### config.mk
export PLATFORM = sky130hd
export DESIGN_NAME = irq_sticky_agg
export DESIGN_NICKNAME = d
export VERILOG_FILES = /design/src/rtl/irq_agg_pkg.sv /design/src/rtl/irq_rise_capture.sv /design/src/rtl/irq_status_bank.sv /design/src/rtl/irq_read_mux.sv /design/src/rtl/irq_sticky_agg.sv
export SDC_FILE = /design/constraint.sdc
export NUM_CORES = 1
export LEC_CHECK = 0
export BUFFER_PORTS_ARGS = -buffer_cell sky130_fd_sc_hd__buf_2
export CAP_MARGIN = 20
export CORE_MARGIN = 1
export CORE_UTILIZATION = 37
export CTS_CLUSTER_DIAMETER = 40
export DETAILED_ROUTE_END_ITERATION = 8
export PLACE_DENSITY = 0.81
export SLEW_MARGIN = 20
export SYNTH_ARGS = -nofsm -noshare
export SYNTH_HDL_FRONTEND = slang
export SYNTH_SLANG_ARGS = --single-unit
### constraint.sdc
create_clock -name clk_i -period 2.3 [get_ports clk_i]
set_input_delay 0.115 -clock clk_i [delete_from_list [all_inputs] [get_ports clk_i]]
set_output_delay 0.115 -clock clk_i [all_outputs]
set_load 0.005 [all_outputs]
### src/rtl/irq_agg_pkg.sv
package irq_agg_pkg;

    // Register selects on the word-wide register port.
    typedef enum logic [1:0] {
        SEL_MASK   = 2'd0,
        SEL_STATUS = 2'd1,
        SEL_CLEAR  = 2'd2,
        SEL_SPARE  = 2'd3
    } reg_sel_e;

endpackage

### src/rtl/irq_rise_capture.sv
module irq_rise_capture #(
    parameter int NUM_SRC = 8
) (
    input  logic               clk_i,
    input  logic               rst_ni,
    input  logic [NUM_SRC-1:0] src_i,
    output logic [NUM_SRC-1:0] rise_o
);

    typedef struct packed {
        logic [NUM_SRC-1:0] prev;
    } cap_state_t;

    cap_state_t cap_d, cap_q;

    always_comb begin
        cap_d      = cap_q;
        cap_d.prev = src_i;
    end

    always_ff @(posedge clk_i) begin
        if (!rst_ni) begin
            cap_q <= '0;
        end else begin
            cap_q <= cap_d;
        end
    end

    for (genvar g = 0; g < NUM_SRC; g++) begin : g_rise
        assign rise_o[g] = src_i[g] & ~cap_q.prev[g];
    end

endmodule

### src/rtl/irq_status_bank.sv
module irq_status_bank
    import irq_agg_pkg::*;
#(
    parameter int NUM_SRC = 8
) (
    input  logic               clk_i,
    input  logic               rst_ni,
    input  logic [NUM_SRC-1:0] rise_i,
    input  logic               wr_en_i,
    input  reg_sel_e           sel_i,
    input  logic [NUM_SRC-1:0] wdata_i,
    output logic [NUM_SRC-1:0] mask_o,
    output logic [NUM_SRC-1:0] status_o
);

    typedef struct packed {
        logic [NUM_SRC-1:0] mask;
        logic [NUM_SRC-1:0] status;
    } bank_state_t;

    bank_state_t bank_d, bank_q;

    logic [NUM_SRC-1:0] force_set;
    logic [NUM_SRC-1:0] clear_req;

    always_comb begin
        force_set = '0;
        clear_req = '0;
        bank_d    = bank_q;

        if (wr_en_i) begin
            case (sel_i)
                SEL_MASK:   bank_d.mask = wdata_i;
                SEL_STATUS: force_set   = wdata_i;
                SEL_CLEAR:  clear_req   = wdata_i;
                default:    ;
            endcase
        end

        // Hardware edges are applied after the clear so that they win.
        bank_d.status = ((bank_q.status | force_set) & ~clear_req) | rise_i;
    end

    always_ff @(posedge clk_i) begin
        if (!rst_ni) begin
            bank_q <= '0;
        end else begin
            bank_q <= bank_d;
        end
    end

    assign mask_o   = bank_q.mask;
    assign status_o = bank_q.status;

endmodule

### src/rtl/irq_read_mux.sv
module irq_read_mux
    import irq_agg_pkg::*;
#(
    parameter int NUM_SRC      = 8,
    parameter int DATA_W       = 32,
    parameter int CORE_LVL_BIT = DATA_W - 1
) (
    input  reg_sel_e           sel_i,
    input  logic [NUM_SRC-1:0] mask_i,
    input  logic [NUM_SRC-1:0] status_i,
    input  logic               core_lvl_i,
    output logic [DATA_W-1:0]  rdata_o
);

    always_comb begin
        rdata_o = '0;
        case (sel_i)
            SEL_MASK: rdata_o[NUM_SRC-1:0] = mask_i;
            SEL_STATUS: begin
                rdata_o[NUM_SRC-1:0]  = status_i;
                rdata_o[CORE_LVL_BIT] = core_lvl_i;
            end
            default: rdata_o = '0;
        endcase
    end

endmodule

### src/rtl/irq_sticky_agg.sv
module irq_sticky_agg
    import irq_agg_pkg::*;
#(
    parameter int NUM_SRC      = 8,
    parameter int DATA_W       = 32,
    parameter int CORE_LVL_BIT = DATA_W - 1
) (
    input  logic               clk_i,
    input  logic               rst_ni,
    input  logic [NUM_SRC-1:0] src_i,
    input  logic               reg_we_i,
    input  logic [1:0]         reg_addr_i,
    input  logic [DATA_W-1:0]  reg_wdata_i,
    output logic [DATA_W-1:0]  reg_rdata_o,
    output logic               irq_o
);

    reg_sel_e           sel;
    logic [NUM_SRC-1:0] rise_w;
    logic [NUM_SRC-1:0] mask_w;
    logic [NUM_SRC-1:0] status_w;
    logic               unused_wdata_hi;

    assign sel             = reg_sel_e'(reg_addr_i);
    assign unused_wdata_hi = ^reg_wdata_i[DATA_W-1:NUM_SRC];

    irq_rise_capture #(
        .NUM_SRC(NUM_SRC)
    ) i_rise (
        .clk_i  (clk_i),
        .rst_ni (rst_ni),
        .src_i  (src_i),
        .rise_o (rise_w)
    );

    irq_status_bank #(
        .NUM_SRC(NUM_SRC)
    ) i_bank (
        .clk_i    (clk_i),
        .rst_ni   (rst_ni),
        .rise_i   (rise_w),
        .wr_en_i  (reg_we_i),
        .sel_i    (sel),
        .wdata_i  (reg_wdata_i[NUM_SRC-1:0]),
        .mask_o   (mask_w),
        .status_o (status_w)
    );

    irq_read_mux #(
        .NUM_SRC      (NUM_SRC),
        .DATA_W       (DATA_W),
        .CORE_LVL_BIT (CORE_LVL_BIT)
    ) i_rmux (
        .sel_i      (sel),
        .mask_i     (mask_w),
        .status_i   (status_w),
        .core_lvl_i (src_i[0]),
        .rdata_o    (reg_rdata_o)
    );

    assign irq_o = |(status_w & mask_w);

endmodule

==> impl_results.md <==
* Final Setup Violations at 0
* P_sw at about 210 uW
* Hold path depth at 2
* Rows at 20
* Share of layout cells above drive strength 1 at about a fifth
* Ys async rst share at 0%
* Pin count of the biggest net entering global routing at 25
* Post-Synthesis Cells at 143
* Worst hold path class: in -> reg
* Drt first pass iters at 4
* Final Worst Setup Slack at a little over 1 ns
* H-tree depth at 1
* Post-DP Area at 1370 um^2
* Int Pwr at approximately 600 uW
* Synth Flop Type: dfxtp_1
* GRT met2 Usage at ~25%
* Post-Route WL at between 2 and 2.5 mm
* LEAKAGE at 0.686 nW
* R2R depth at 2
* Clock buffer depth at 2
* Via density at between 4 and 5
* Starting Density at 40.6%
* Max-Cap Viols at 0
* Worst Hold Launch: src_i[0]
* DP HPWL at approximately 1.8 mm
* Sequential share of the synthesized area at a little under two fifths
* Maximum VDD drop at approximately 0.30 mV
* GRT busiest layer: met2
* Via count at ~1000
* Clock power share at between 20% and 30%
* P&R area growth vs syn at 14.2%
* Final #Nets at ~220
* Pwr/cell area at roughly 560 nW/um^2
* Die X at 60.8 um
* Fillers at ~340
* CTS resizes at 0
* DRC violations left at 0
* Antenna Nets Post-Route at 0
* Post-route cell area at 1460 um^2
* WS Path Type: reg -> out
* Vias in the first global route at between 900 and 1000
* Area of the core at roughly 3200 um^2
* Synth Warn # at 0
* TritonCTS clock tree: yes
* WP data required at roughly 2.2 ns
* Number of synthesized flops with an enable pin at 0
* Final hold slack at between 0.002 and 0.003 ns
* Part of the cycle the worst path needs at 55.4%
* I/O Pins at approximately 80
* Num CTS Buffers at 3
* R2r endpoint: i_bank.status_o[4]
* Inserted Diodes at 0
* Die area at 3690 um^2
* Setup TNS at 0 ns
* Logic pwr share at about 16%
* Final GP Congestion at about 0.73
* Min cycle time layout at roughly 1.3 ns
* Flop pwr share at roughly 56%
* CTS Root Cell: clkbuf_4
* Die H at 60.8 um
* Status: finished clean
* Fin. max-slew vios at 0
* Unrepaired setup endpoints after global routing: no
* Worst-skew pair later-pin latency at about 0.32 ns
* Final Power at just over 800 uW
* IO buf count at 30
* Critical Path Sink Type: output port
* Initial antenna violation count at 0
* Switch share at about a quarter
* Detail-routed net length per standard cell at between 10 and 15 um
* Worst setup SP type: register
* Yosys cell types at 22
* Global route total overflow at 0
* FMAX at between 0.7 and 0.8 GHz
* Worst Hold Path EP: i_rise.cap_q[0]
* All-Layer GR Usage at 14.2%
* DRT iter0 DRCs at 15
* Grt met3 use at between 2 and 2.5%
* CP Max Fanout at 4
* R2r setup slk at between 1 and 1.5 ns
* Met1 usage at between 10% and 20%
* Mapped cell area at 1280 um^2
* Mapped Avg Cell Area at 8.94 um^2
* Final hold viol count at 0
* Dpl ws at between 1 and 1.5 ns
* Reg clk slew, reported paths at 0.13 ns
* Layout Skew at roughly 0.0013 ns
* RR Startpoint: i_bank.status_o[4]
* Critical path arrival at ~1.2 ns
* First-pass GRT wire length at just under 4 mm
* Yosys reg bits at 24
* TritonCTS sink count at 24
==> cells in the final DEF (no fill, tap or decap) <==
| master | synthesis | final |
|---|---|---|
| buf_4 | 24 | 2 |
| nor2b_1 | 13 | 13 |
| inv_1 | 8 | 8 |
| a222oi_1 | 3 | 3 |
| clkbuf_4 | 0 | 3 |
| conb_1 | 1 | 23 |
| buf_2 | 1 | 30 |
| a21oi_1 | 5 | 5 |
| dlygate4sd3_1 | 0 | 5 |
| nand3b_1 | 1 | 1 |
| nand4_1 | 1 | 1 |
| and2_1 | 8 | 8 |
| and3b_1 | 2 | 2 |
| dfxtp_1 | 24 | 24 |
| a22oi_1 | 4 | 4 |
| nor3b_1 | 1 | 1 |
| clkbuf_8 | 0 | 1 |
| nand3_1 | 3 | 3 |
| o21ai_0 | 5 | 5 |
| nand2_1 | 3 | 3 |
| nor2_1 | 8 | 8 |
| a21boi_0 | 8 | 8 |
| mux2i_1 | 16 | 16 |
==> routing by layer <==
metal | vias to the layer above | wire length [um]
li1 | 498 | -
met1 | 450 | 1090
met2 | 37 | 1160
met4 | 0 | 27
met3 | 2 | 151
met5 | - | 0
==> how the worst max path moves through the flow <==
stage,start,endpoint,slack [ns]
final,i_bank.status_o[4],irq_o,1.03
after global routing,i_bank.status_o[4],irq_o,0.92
after CTS,i_bank.status_o[4],irq_o,1.0
after detailed placement,reg_addr_i[0],i_bank.status_o[4],1.03
after global placement,reg_addr_i[0],i_bank.status_o[4],1.08
after floorplan,i_bank.status_o[4],i_bank.status_o[4],1.46
==> cells by family (layout without fill, tap and decap cells) <==
| group | count (synthesis) | in the layout | synth area share, % |
|---|---|---|---|
| buf+inv | 37 | 49 | 18.6 |
| other cells | 1 | 23 | 0.293 |
| simple gates | 40 | 40 | 17.7 |
| mux | 16 | 16 | 12.5 |
| flops | 24 | 24 | 37.6 |
| compound gates | 25 | 25 | 13.3 |
==> stage by stage <==
step | cells | utilization [%]
6_report | 221 | 46.3
2_1_floorplan | 165 | -
3_3_place_gp | 212 | 43.6
5_1_grt | 221 | 46.3
4_1_cts | 221 | 46.3
3_5_place_dp | 212 | 43.6
==> synthesized netlist by cell type, types with 4 or more instances <==
master	number	area share [%]
dfxtp_1	24	38
a21boi_0	8	4.7
nor2_1	8	2.3
nor2b_1	13	6.4
mux2i_1	16	13
a21oi_1	5	2.0
inv_1	8	2.3
o21ai_0	5	2.0
and2_1	8	3.9
buf_4	24	14
a22oi_1	4	2.3
==> cell type report <==
| type | instances | area [um^2] | area share, % |
|---|---|---|---|
| multi-input cells | 104 | 643 | 44.0 |
| flip-flops and latches | 24 | 480 | 32.9 |
| repair buffers | 37 | 215 | 14.7 |
| well taps | 44 | 55.1 | 3.77 |
| clock buffers | 4 | 36.3 | 2.49 |
| inverters | 8 | 30.0 | 2.06 |
==> critical path: stages (launching register included) <==
cell and delay (ns):
dfxtp_1 0.36, a22oi_1 0.21, nand4_1 0.12, buf_2 0.14
==> flip-flops by register name, indices dropped and copies added, names as in the netlist <==
| signal | cells |
|---|---|
| i_rise.cap_q | 8 |
| i_bank.status_o | 8 |
| i_bank.mask_o | 8 |
==> power groups by stage <==
stage                     combinational, mW  clock, mW  sequential [mW]
after floorplan                       0.106          0            0.461
after detailed placement              0.121          0            0.466
after global placement                0.118          0            0.465
after global routing                  0.146      0.245            0.460
final                                 0.127      0.230            0.457
after CTS                             0.128      0.236            0.457
==> repair_timing <==
item	CTS	global route
buffers inserted	0	0
hold buffers	5	0
endpoints found under the hold margin	5	0
Power figures use the tool's default switching activity.
